## config.mk

```make
export PLATFORM = sky130hd
export DESIGN_NAME = pwm_oversample_avg
export DESIGN_NICKNAME = d
export VERILOG_FILES = /design/src/rtl/ovs_pkg.sv /design/src/rtl/ovs_phase.sv /design/src/rtl/ovs_trig.sv /design/src/rtl/ovs_chan.sv /design/src/rtl/pwm_oversample_avg.sv
export SDC_FILE = /design/constraint.sdc
export NUM_CORES = 1
export LEC_CHECK = 0
export BUFFER_PORTS_ARGS = -buffer_cell sky130_fd_sc_hd__buf_2
export CAP_MARGIN = 20
export CORE_ASPECT_RATIO = 0.9
export CORE_MARGIN = 2
export CORE_UTILIZATION = 45
export DETAILED_ROUTE_END_ITERATION = 12
export HOLD_SLACK_MARGIN = 0.1
export PLACE_DENSITY_LB_ADDON = 0.3
export SYNTH_ARGS = -nofsm -noshare
export SYNTH_HDL_FRONTEND = slang
export SYNTH_SLANG_ARGS = --single-unit
export TNS_END_PERCENT = 20
```

## constraint.sdc

```tcl
create_clock -name clk -period 87.5 [get_ports clk]
set_clock_uncertainty 0.2 [all_clocks]
set_input_delay 0 -clock clk [delete_from_list [all_inputs] [get_ports clk]]
set_output_delay 0 -clock clk [all_outputs]
set_load 0.02 [all_outputs]
```

## src/rtl/ovs_pkg.sv

```systemverilog
package ovs_pkg;

    localparam int MAX_LOG = 4;
    localparam int SC_W    = MAX_LOG + 1;

    typedef enum logic [1:0] {
        OSR_X2  = 2'd0,
        OSR_X4  = 2'd1,
        OSR_X8  = 2'd2,
        OSR_X16 = 2'd3
    } osr_e;

    typedef struct packed {
        logic fresh;   // counter took a new value this clock
        logic peak;    // counter just reached the period value
    } phase_evt_t;

    function automatic logic [2:0] osr_shift(input osr_e s);
        return 3'(s) + 3'd1;
    endfunction

    function automatic logic [SC_W-1:0] osr_ratio(input osr_e s);
        return SC_W'(1) << osr_shift(s);
    endfunction

endpackage

```

## src/rtl/ovs_phase.sv

```systemverilog
module ovs_phase #(
    parameter int CNT_W = 16
) (
    input  logic                  clk,
    input  logic                  rst,
    input  logic [CNT_W-1:0]      pwm_cnt,
    input  logic [CNT_W-1:0]      pwm_period,
    output ovs_pkg::phase_evt_t   evt,
    output logic [CNT_W:0]        pos
);
    logic [CNT_W-1:0] prev_q;
    logic             down_q;
    logic             down_now;

    always_comb begin
        if (pwm_cnt == pwm_period)
            down_now = 1'b1;
        else if (pwm_cnt == '0)
            down_now = 1'b0;
        else
            down_now = down_q;
        pos = down_now ? ({1'b0, pwm_period} - {1'b0, pwm_cnt})
                       : ({1'b0, pwm_period} + {1'b0, pwm_cnt});
        evt.fresh = (pwm_cnt != prev_q);
        evt.peak  = evt.fresh && (pwm_cnt == pwm_period);
    end

    always_ff @(posedge clk) begin
        if (rst) begin
            prev_q <= '0;
            down_q <= 1'b0;
        end else begin
            prev_q <= pwm_cnt;
            down_q <= down_now;
        end
    end

    // a peak is one clock wide, the counter must leave it first
    a_r4_peak_single: assert property (@(posedge clk) disable iff (rst)
        evt.peak |=> !evt.peak);

endmodule

```

## src/rtl/ovs_trig.sv

```systemverilog
module ovs_trig #(
    parameter int CNT_W = 16,
    parameter int SC_W  = 5
) (
    input  logic                  clk,
    input  logic                  rst,
    input  ovs_pkg::phase_evt_t   evt,
    input  logic [CNT_W:0]        pos,
    input  logic [CNT_W-1:0]      pwm_period,
    input  logic [2:0]            shift,
    input  logic [SC_W-1:0]       ratio,
    output logic                  trig
);
    logic [CNT_W:0]   span;
    logic [CNT_W:0]   step;
    logic [CNT_W:0]   next_q;
    logic [SC_W-1:0]  idx_q;
    logic             live_q;
    logic             hit;

    always_comb begin
        span = {pwm_period, 1'b0};
        step = span >> shift;
        hit  = live_q && !evt.peak && evt.fresh &&
               (idx_q < ratio) && (pos == next_q);
    end

    always_ff @(posedge clk) begin
        if (rst) begin
            trig   <= 1'b0;
            live_q <= 1'b0;
            idx_q  <= '0;
            next_q <= '0;
        end else if (evt.peak) begin
            trig   <= 1'b1;
            live_q <= 1'b1;
            idx_q  <= SC_W'(1);
            next_q <= step;
        end else if (hit) begin
            trig   <= 1'b1;
            idx_q  <= idx_q + SC_W'(1);
            next_q <= next_q + step;
        end else begin
            trig   <= 1'b0;
        end
    end

    // every window that closes has issued exactly ratio strobes
    a_r2_trig_per_window: assert property (@(posedge clk) disable iff (rst)
        (evt.peak && live_q) |-> (idx_q == ratio));

    // a strobe only follows a clock in which the counter moved
    a_r10_trig_needs_move: assert property (@(posedge clk) disable iff (rst)
        trig |-> $past(evt.fresh));

endmodule

```

## src/rtl/ovs_chan.sv

```systemverilog
module ovs_chan #(
    parameter int DATA_W = 12,
    parameter int ACC_W  = 16,
    parameter int SC_W   = 5
) (
    input  logic              clk,
    input  logic              rst,
    input  logic              restart,
    input  logic              publish,
    input  logic              take,
    input  logic [DATA_W-1:0] din,
    input  logic [SC_W-1:0]   n_got,
    input  logic              full,
    input  logic [2:0]        shift,
    output logic [DATA_W-1:0] avg_q
);
    logic [ACC_W-1:0] acc_q;
    logic [ACC_W-1:0] q;

    always_comb begin
        if (full)
            q = acc_q >> shift;
        else if (n_got == '0)
            q = '0;
        else
            q = acc_q / ACC_W'(n_got);
    end

    always_ff @(posedge clk) begin
        if (rst) begin
            acc_q <= '0;
            avg_q <= '0;
        end else begin
            if (publish)
                avg_q <= q[DATA_W-1:0];
            if (restart)
                acc_q <= take ? ACC_W'(din) : '0;
            else if (take)
                acc_q <= acc_q + ACC_W'(din);
        end
    end

    // adding a sample never wraps the sum
    a_r8_no_overflow: assert property (@(posedge clk) disable iff (rst)
        (take && !restart) |=> (acc_q >= $past(acc_q)));

    // a published mean never exceeds the sample range
    a_r3_mean_fits: assert property (@(posedge clk) disable iff (rst)
        publish |-> ((q >> DATA_W) == '0));

endmodule

```

## src/rtl/pwm_oversample_avg.sv

```systemverilog
module pwm_oversample_avg #(
    parameter int CNT_W  = 16,
    parameter int DATA_W = 12,
    parameter int NCH    = 3
) (
    input  logic                    clk,
    input  logic                    rst,
    input  logic [CNT_W-1:0]        pwm_cnt,
    input  logic [CNT_W-1:0]        pwm_period,
    input  logic [1:0]              osr_sel,
    input  logic                    adc_valid,
    input  logic [NCH*DATA_W-1:0]   adc_data,
    output logic                    adc_trig,
    output logic                    avg_valid,
    output logic [NCH*DATA_W-1:0]   avg_data,
    output logic                    short_err
);
    import ovs_pkg::*;

    localparam int ACC_W = DATA_W + MAX_LOG;

    phase_evt_t       evt;
    logic [CNT_W:0]   pos;
    osr_e             osr;
    logic [2:0]       shift;
    logic [SC_W-1:0]  ratio;
    logic [SC_W-1:0]  count_q;
    logic             armed_q;
    logic             take;
    logic             full;
    logic             publish;

    always_comb begin
        osr     = osr_e'(osr_sel);
        shift   = osr_shift(osr);
        ratio   = osr_ratio(osr);
        take    = adc_valid && (evt.peak || (count_q < ratio));
        full    = (count_q == ratio);
        publish = evt.peak && armed_q;
    end

    ovs_phase #(.CNT_W(CNT_W)) u_phase (
        .clk        (clk),
        .rst        (rst),
        .pwm_cnt    (pwm_cnt),
        .pwm_period (pwm_period),
        .evt        (evt),
        .pos        (pos)
    );

    ovs_trig #(.CNT_W(CNT_W), .SC_W(SC_W)) u_trig (
        .clk        (clk),
        .rst        (rst),
        .evt        (evt),
        .pos        (pos),
        .pwm_period (pwm_period),
        .shift      (shift),
        .ratio      (ratio),
        .trig       (adc_trig)
    );

    for (genvar c = 0; c < NCH; c++) begin : g_ch
        ovs_chan #(.DATA_W(DATA_W), .ACC_W(ACC_W), .SC_W(SC_W)) u_ch (
            .clk     (clk),
            .rst     (rst),
            .restart (evt.peak),
            .publish (publish),
            .take    (take),
            .din     (adc_data[c*DATA_W +: DATA_W]),
            .n_got   (count_q),
            .full    (full),
            .shift   (shift),
            .avg_q   (avg_data[c*DATA_W +: DATA_W])
        );
    end

    always_ff @(posedge clk) begin
        if (rst) begin
            count_q   <= '0;
            armed_q   <= 1'b0;
            avg_valid <= 1'b0;
            short_err <= 1'b0;
        end else begin
            armed_q   <= armed_q | evt.peak;
            avg_valid <= publish;
            if (publish)
                short_err <= !full;
            if (evt.peak)
                count_q <= take ? SC_W'(1) : '0;
            else if (take)
                count_q <= count_q + SC_W'(1);
        end
    end

    // an armed peak yields a result on the next clock
    a_r4_valid_after_peak: assert property (@(posedge clk) disable iff (rst)
        publish |=> avg_valid);

    // result strobe is one clock wide
    a_r4_valid_pulse: assert property (@(posedge clk) disable iff (rst)
        avg_valid |=> !avg_valid);

    // the window never counts past the ratio
    a_r6_count_cap: assert property (@(posedge clk) disable iff (rst)
        count_q <= ratio);

    // outputs only move together with the result strobe
    a_r9_hold_data: assert property (@(posedge clk) disable iff (rst)
        !avg_valid |-> ($stable(avg_data) && $stable(short_err)));

endmodule

```

* Yosys cells after proc, flatten, opt, wreduce, memory -nomap -nowiden *
Cells that the tools add are included.

word-level totals
  bits in registers = 133
  bits of input ports = 73
  output and inout port bits = 39

cells by class
  add/sub/neg operators = 9
  divide/modulo/power cells = 3
  magnitude comparators = 2
  eq/ne operators = 4
  shift operators = 5
  muxes and demuxes = 27
  bitwise operators = 1
  reduce and logical (&&, ||, !) cells = 15

operator list
  operator               number
  $mux W12               9
  $mux W16               6
  $mux W17               3
  $add A16 B12 Y16       3
  $div A16 B5 Y16        3
  $shr A16 B3 Y12        3
  $add A16 B16 Y17       1
  $add A17 B17 Y17       1
  $eq A17 B17 Y1         1
  $shr A17 B3 Y17        1
  $sub A16 B16 Y17       1
  $eq A16 B16 Y1         1
  $logic_not A16 Y1      1
  $ne A16 B16 Y1         1
  $add A5 B1 Y5 const B  2
  $lt A5 B5 Y1           2
  $mux W5                2
  $logic_and A1 B1 Y1    7
  $mux W1                7
  $eq A5 B5 Y1           1
  $logic_not A5 Y1       1
  $shl A1 B3 Y5 const A  1
  $reduce_bool A2 Y1     2
  $add A2 B1 Y3 const B  1
  other kinds (4)        5

* Depth between registers and ports, before layout *
Gate-level depths: netlist (run 1).

  word-level depth = 9
  gate-level depth with buffers = 153
  mapped depth without buffers = 149

* Modules after synthesis *
Synthesis (run 1) repeated with hierarchy kept, for this count alone.

second synthesis, totals
  cells, all modules = 3689
  area, all modules = 27132.3 µm²

modules (own cells, without submodules)
  module                       instances  cells an instance  area each (µm²)  sequential area each (µm²)
  ovs_chan (g_ch[1].u_ch ...)  2          1032               7362.1           560.5
  ovs_chan (g_ch[0].u_ch)      1          929                7009.2           560.5
  ovs_trig                     1          334                2587.5           480.5
  ovs_phase                    1          289                2210.9           340.3
  pwm_oversample_avg           1          73                 600.6            160.2

* Worst setup path before layout (run 1) *
No wires, ideal clock.

  path kind = reg-to-reg
  from = reg count_q[0]
  to = reg g_ch[1].u_ch.avg_q[0]
  library setup time = 0.134 ns
  data arrival time = 28.842 ns
  data required time = 87.166 ns
  setup slack = 58.324 ns
  stages on the path, launching flop included = 137
  path buffers = 4
  cells stage by stage = dfxtp_1 inv_1 ha_1 a21oi_1 a31oi_1 ha_1 or4b_1 a31oi_1 o21ai_0 ha_1 or2_2 o311ai_0 nor3_1 or2_2 ha_1 o211a_1 or4_1 a21oi_1 [... 101 more ...] or2_2 o32a_1 nor3b_2 and2_4 nand3_4 nor2_1 a21oi_1 ha_1 a21oi_1 nor2b_1 o21ai_0 nand2b_1 a211oi_1 nand2_1 nor3_1 o211ai_1 nor3_1 a41oi_2

between the ends
  cells in the longest elaborated chain, start to end = 3
  elaborated cells between the ends (all ways) = 5
  those cells by class = div: 1; eq/ne: 1; mux: 2; reduce/logical: 1

RTL lines
  element                                                     line                            text
  start: declaration                                          pwm_oversample_avg.sv:27        logic [SC_W-1:0] count_q;
  start signal: assignment                                    pwm_oversample_avg.sv:89        count_q <= take ? SC_W'(1) : '0;
  start signal: assignment                                    pwm_oversample_avg.sv:91        count_q <= count_q + SC_W'(1);
  $div A16 B5 Y16 / $logic_not A5 Y1 (equally long branches)  ovs_chan.sv:26, ovs_chan.sv:23
  $mux W12                                                    ovs_chan.sv:23                  else if (n_got == '0)
  $mux W12 (*)                                                ovs_chan.sv:21                  if (full)
  end signal: assignment                                      ovs_chan.sv:35                  avg_q <= q[DATA_W-1:0];
  end: declaration                                            ovs_chan.sv:15                  output logic [DATA_W-1:0] avg_q

Mark *: on every way between the ends. The rest lies on a longest branch, timed or not.
A chain may end at the register's enable or synchronous reset.

* Worst setup path after layout (run 1) *
Same ends and word-level chain as after synthesis.

==> qor.csv, run 1 <==
stage,metric,value,unit
synth,ys_ff_latch,133,
die,num_rows,80,
global_route,grt-ovfl-total,0,
critical_path,cp-end-kind,register,
critical_path,worstPathArrival,33.32,ns
synth,synthArstFlopShare,0,%
synth,ys_types,118,
clock_tree,cts_tree,built,
timing,fmax,0.03017,GHz
layout,area_growth,12.29,%
detailed_routing,wl,74310,µm
place,dp_hpwl,54640,µm
clock_tree,cts_made_buffers,17,
detailed_routing,postRouteAntennaNets,0,
die,die_y,224.4,µm
global_route,grt_max_degree,82,
synth,synth_edf_count,0,
clock_tree,cts_resized,0,
critical_path,cp_data_required_time,87.67,ns
timing,period_minus_slack,33.14,ns
synth,yosys_warnings,0,
detailed_routing,wl_per_cell,18.05,µm
global_route,grtUsageTotal,26.28,%
synth,avgSynthCellArea,7.423,µm²
timing,final.setup.tns,0,ns
die,core_area,0.05315,mm²
detailed_routing,viasPerCell,6.055,
detailed_routing,detail_route.first_pass.iterations,5,
die,dieWidth,248.9,µm
detailed_routing,route.detailed.drc,0,
die,io_pins,112,
global_route,first_global_vias,23460,
die,die_area,0.05585,mm²
global_route,grt_antenna_before_repair,0,
synth,syn-cell-area,0.02429,mm²
timing,worst_slew_pin_slew,1.059,ns
synth,syn_nets,3662,
flow_run,maxCapViolations,0,
critical_path,cp-start-kind,register,
critical_path,crit_path_top_delay_cell,dfxtp_1,
critical_path,crit_top_cell,o21a_1,
clock_tree,clk_pin_slew,0.08,ns
synth,synthCells,3272,
layout,n_antenna_cell,0,
critical_path,ff2ff_setup_slack,54.36,ns
timing,rsz0062_at_grt,false,
timing,slew_viol_final,0,
clock_tree,clock-sinks,133,
detailed_routing,drt-initial-drc-count,1897,
critical_path,critPathKind,register to register,
hold_path,holdCritPathClass,primary input to register,
run_status,status,"complete, no violations",
place,gp_congestion,0.9369,
layout,nets,3797,
clock_tree,cts_setup_buffers,0,
place,port-buffer-count,111,
global_route,grt_pass1_wl,121000,µm
die,start_util,45.70,%
clock_tree,root_buffer,clkbuf_16,
timing,relSlewSlack,28.89,%
timing,finalCritPeriodShare,37.88,%
clock_tree,clk_latency,0.49,ns
layout,drive_gt1_share,10.64,%
critical_path,path_max_fanout,45,
clock_tree,htree_num_levels,4,
synth,synth_flop_cell,dfxtp_1,
synth,seq_area_frac_synth,10.96,%
timing,finalHoldViolations,0,
clock_tree,clockBufferDepth,2,
critical_path,cpPeakStageDelay,0.76,ns
detailed_routing,vias,24930,
timing,setup_violations,0,
cells in the mapped netlist (8+ instances only):
cell type    n  area, µm²
a31o_2       8      70.07
mux2i_1     57      570.6
o21ai_0    172      860.8
and4_1       9      78.83
nand4_1     32      200.2
a21oi_1    232       1161
ha_1       311       3891
nor2_1     414       1554
o22ai_1     14      87.58
xor2_1      68      595.6
and3_1      13      81.33
o31ai_1     41      307.8
mux4_2      35      788.3
o211ai_1    63      473.0
o21ai_1     13      65.06
a21boi_0    17      127.6
o211a_1     12      120.1
a221oi_1    22      192.7
nor3_1     172      860.8
nand2_1    170      638.1
or2_2       32      200.2
or4_1        8      60.06
nand3_1     80      400.4
a31oi_1     39      244.0
clkbuf_1   123      461.7
nor2b_1     49      306.5
inv_1      126      473.0
or3_1       25      156.4
buf_2       11      55.05
nor3b_1      9      67.56
mux2_2      57      641.9
a21o_1      63      473.0
dfxtp_1    133       2663
and2_1      30      187.7
o21a_1     118      885.9
o21bai_1    51      382.9
nor4_1      28      175.2
o2111ai_1    8      70.07
xnor2_1    123       1077
a211oi_1    38      285.3
nand2b_1    47      294.0
cells by family (layout without fill, tap and decap cells):
group | count (synthesis) | after routing | share of synthesized area, %
and+or+nand+nor | 1169 | 1169 | 23.72
AOI/OAI and AO/OA | 1033 | 1033 | 28.95
adders and majority gates | 319 | 319 | 16.60
buffers and inverters | 273 | 421 | 4.368
xor gates and xnor gates | 191 | 191 | 6.887
muxes | 153 | 153 | 8.505
DFF | 133 | 133 | 10.96
other | 1 | 1 | 0.01544
worst max-delay path: cells and delay by family, from the launching register on:
family | cells | cell delay, ns
mux | 2 | 0.45
simple gates | 43 | 11.42
flops | 1 | 0.76
buf+inv | 3 | 0.59
compound gates | 72 | 14.60
fa+ha+maj | 16 | 4.94
final timing paths:
kind                               startpoint                    end  depth (start not counted)
worst max-delay path               count_q[0]  g_ch[1].u_ch.avg_q[0]                        136
worst min-delay path               osr_sel[0]      u_trig.next_q[12]                          5
worst max register to register     count_q[0]  g_ch[1].u_ch.avg_q[0]                        136
worst min register to register  u_trig.live_q          u_trig.live_q                          2
per-stage QoR:
| stage | worst slack (ns) | hold slack, ns | instances | util (%) | cell area [µm²] |
|---|---|---|---|---|---|
| 3_5_place_dp | 54.82 | 0.1020 | 3955 | 47.65 | 25330 |
| 5_1_grt | 51.22 | 0.1704 | 4117 | 51.31 | 27270 |
| 2_1_floorplan | 58.32 | -0.07182 | 3272 | - | 24290 |
| 3_3_place_gp | 55.19 | 0.09701 | 3955 | 47.65 | 25330 |
| 6_report | 54.36 | 0.1413 | 4117 | 51.31 | 27270 |
| 4_1_cts | 54.69 | 0.1197 | 4116 | 51.26 | 27250 |
registers in the layout, summed over array words and instances (netlist names):
name             flops
u_phase.prev_q      16
g_ch.u_ch.avg_q     36
short_err            1
u_phase.down_q       1
u_trig.idx_q         5
armed_q              1
u_trig.next_q       17
count_q              5
u_trig.live_q        1
u_trig.trig          1
avg_valid            1
g_ch.u_ch.acc_q     48
final cells by class:
cell class / instances / area (µm²)
inverters: 128 / 480.5
multi-input cells: 2866 / 20600
fillers: 5136 / 25880
well taps: 697 / 872.1
flip-flops and latches: 133 / 2663
repair buffers: 261 / 2029
clock buffers: 18 / 439.2
clock inverters: 14 / 188.9
layout by cell type (no fill, tap or decap), drive strengths merged, types with 68 or more instances in the layout:
cell type / netlist / routed
o21a: 118 / 118
xor2: 68 / 68
inv: 127 / 134
nor3: 176 / 176
a21oi: 234 / 234
buf: 22 / 132
dfxtp: 133 / 133
nor2: 414 / 414
nand2: 172 / 172
xnor2: 123 / 123
o21ai: 185 / 185
dlygate4sd3: 0 / 129
ha: 311 / 311
nand3: 81 / 81
what timing repair did:
item                                    in CTS  in global routing
hold endpoints to repair                    94                  0
endpoints found under the setup margin       0                  0
hold buffers                               129                  0
metal layers:
metal  up-vias  wire length, µm  GRT usage (%)
li1      12510                -              -
met1     11650            35810          36.41
met2       678            33190          42.92
met3        92             3958          3.090
met4         0             1359          7.527
met5         -                0              0
Power of run 1 is left out: the tool's default activity adds up to more than one toggle a clock period on the data nets, which glitch-free logic cannot reach.
==> run 2: changes to the inputs <==
ABC_AREA = 1   (was not set)
clock period = 33.9 ns   (was 87.5 ns; I/O delays follow)
==> qor.csv, run 2 <==
stage,metric,value,unit
critical_path,cpPeakStageDelay,0.61,ns
synth,syn_nets,4526,
run_status,status,"complete, no violations",
timing,period_minus_slack,27.34,ns
detailed_routing,wl,73450,µm
detailed_routing,drt-initial-drc-count,1765,
timing,final.setup.tns,0,ns
place,placedCellCount,4907,
clock_tree,htree_num_levels,4,
layout,area_growth,10.75,%
synth,ys_ff_latch,133,
critical_path,reg2reg_from,count_q[1],
clock_tree,cts_tree,built,
clock_tree,root_buffer,clkbuf_16,
layout,final_cell_mix,"952 x nand2_1, 582 x inv_1, 351 x nor2_1",
clock_tree,clock-sinks,133,
timing,finalHoldViolations,0,
layout,top_register,g_ch.u_ch.acc_q,
layout,final_cell_count_no_fill,5049,
synth,synth_area_leader_cell,ha_1,
critical_path,cp-start-kind,register,
critical_path,ff2ff_setup_slack,6.56,ns
synth,ys_top_cells_by_area,"ha_1 15%, nand2_1 14%, dfxtp_1 10%, inv_1 8.6%, o21ai_0 6.0%",
synth,avgSynthCellArea,6.152,µm²
synth,synthCells,4136,
layout,top_regs,"g_ch.u_ch.acc_q (48), g_ch.u_ch.avg_q (36), u_trig.next_q (17)",
detailed_routing,wl_per_cell,14.55,µm
critical_path,crit_top_cell,nand2_1,
hold_path,hold-path-cell-count,6,
hold_path,whs_endpoint,u_trig.next_q[11],
critical_path,cp_data_required_time,34.06,ns
synth,seq_area_frac_synth,10.46,%
detailed_routing,viasPerCell,5.278,
clock_tree,clk_latency,0.48,ns
clock_tree,clockBufferDepth,2,
layout,drive_gt1_share,10.39,%
place,dp_hpwl,55970,µm
synth,synthArstFlopShare,0,%
place,port-buffer-count,111,
synth,syn-cell-area,0.02545,mm²
synth,synth.most_common_cell,nand2_1,
timing,rsz0062_at_grt,false,
place,gp_congestion,0.9162,
detailed_routing,postRouteAntennaNets,0,
critical_path,path_max_fanout,47,
die,core_area,0.05581,mm²
clock_tree,cts_setup_buffers,0,
synth,yosys_warnings,0,
synth,synth.top_cell.area_share,15.29,%
global_route,grt_max_degree,68,
timing,finalCritPeriodShare,80.64,%
global_route,first_global_vias,24890,
detailed_routing,route.detailed.drc,0,
critical_path,cp-end-kind,register,
critical_path,crit_path_top_delay_cell,buf_4,
timing,slew_viol_final,0,
detailed_routing,detail_route.first_pass.iterations,6,
die,io_pins,112,
hold_path,hp-start,pwm_period[13],
die,die_area,0.05847,mm²
global_route,grtUsageTotal,25.56,%
critical_path,critPathKind,register to register,
layout,nets,4670,
die,die_y,229.6,µm
clock_tree,cts_resized,0,
detailed_routing,vias,26650,
clock_tree,cts_made_buffers,17,
timing,relSlewSlack,37.67,%
die,num_rows,82,
die,start_util,45.59,%
place,place_area,0.02654,mm²
timing,worst_slew_pin_slew,0.9327,ns
synth,synth_flop_cell,dfxtp_1,
layout,largest_register_ffs,48,
critical_path,worst-r2r-cell-count,170,
layout,final_area,0.02818,mm²
synth,synth_edf_count,0,
clock_tree,clk_pin_slew,0.06,ns
layout,layout_commonest_cell,nand2_1,
global_route,grt_antenna_before_repair,0,
synth,ys_types,81,
critical_path,timing.rr.end,g_ch[1].u_ch.avg_q[0],
die,dieWidth,254.7,µm
flow_run,maxCapViolations,0,
global_route,grt-ovfl-total,0,
timing,setup_violations,0,
timing,fmax,0.03658,GHz
hold_path,holdCritPathClass,primary input to register,
global_route,grt_pass1_wl,122900,µm
critical_path,worstPathArrival,27.50,ns
synth,yosys-top-cells-count,"952 x nand2_1, 585 x inv_1, 353 x nor2_1, 311 x ha_1, 304 x o21ai_0",
layout,n_antenna_cell,0,
## run 2: cell types whose count changed after synthesis, sizes merged, moves of 54 or more
cell	previous run	this run
o21ai	185	340
mux2	59	0
nand3	81	313
inv	127	608
nor3	176	52
xnor2	123	61
nand2	172	1038
xor2	68	138
nand4	32	86
o21a	118	17
## run 2: kinds of logic after synthesis
group | Yosys count | share of synthesized area (%)
AND/OR/NAND/NOR | 1955 | 36.47
AO/OA/AOI/OAI | 786 | 18.55
buffers and inverters | 731 | 11.31
adder cells (fa/ha/maj) | 317 | 15.76
XOR/XNOR | 199 | 6.879
flip-flops | 133 | 10.46
multiplexers | 14 | 0.5507
other | 1 | 0.01474
## run 2: layout make-up
type | instances | area (µm²)
Tap cell | 756 | 945.9
Sequential cell | 133 | 2663
Clock inverter | 14 | 101.3
Timing Repair Buffer | 239 | 1792
Fill cell | 5840 | 27630
Clock buffer | 18 | 439.2
Inverter | 617 | 2326
Multi-Input combinational cell | 3272 | 19910
## run 2: worst max path at each step
stage / start / to
4_1_cts: count_q[1] / g_ch[1].u_ch.avg_q[0]
2_1_floorplan: count_q[0] / g_ch[1].u_ch.avg_q[0]
5_1_grt: count_q[1] / g_ch[1].u_ch.avg_q[0]
3_5_place_dp: count_q[1] / g_ch[1].u_ch.avg_q[0]
3_3_place_gp: count_q[1] / g_ch[1].u_ch.avg_q[0]
6_report: count_q[1] / g_ch[1].u_ch.avg_q[0]
## run 2: metrics by stage
step / hold WS [ns] / setup WS [ns] / util, %
detailed placement: 0.09338 / 6.830 / 47.55
finish: 0.1392 / 6.565 / 50.49
floorplan: -0.07480 / 9.910 / -
global placement: 0.08959 / 7.133 / 47.55
CTS: 0.1069 / 6.763 / 50.49
global route: 0.2163 / 3.620 / 50.49
## run 2: routing by layer
| layer | track usage [%] | wire length, µm | up-vias |
|---|---|---|---|
| li1 | - | - | 13990 |
| met1 | 35.74 | 35200 | 11990 |
| met2 | 41.71 | 32440 | 583 |
| met3 | 2.455 | 4405 | 82 |
| met4 | 6.780 | 1409 | 0 |
| met5 | 0 | 0 | - |
## run 2: critical path, delay by kind of cell, from the launching register on
family                   cells  cell delay (ns)
AND/OR/NAND/NOR             72             9.70
AO/OA/AOI/OAI               52             8.83
adder cells (fa/ha/maj)     15             4.65
buffers and inverters       31             3.35
flip-flops                   1             0.36
## run 2: repair_timing
| action | CTS | global route |
|---|---|---|
| hold endpoints to repair | 90 | 0 |
| setup endpoints to repair | 0 | 0 |
| hold buffers | 110 | 0 |
Power of run 2 is left out for the same reason.
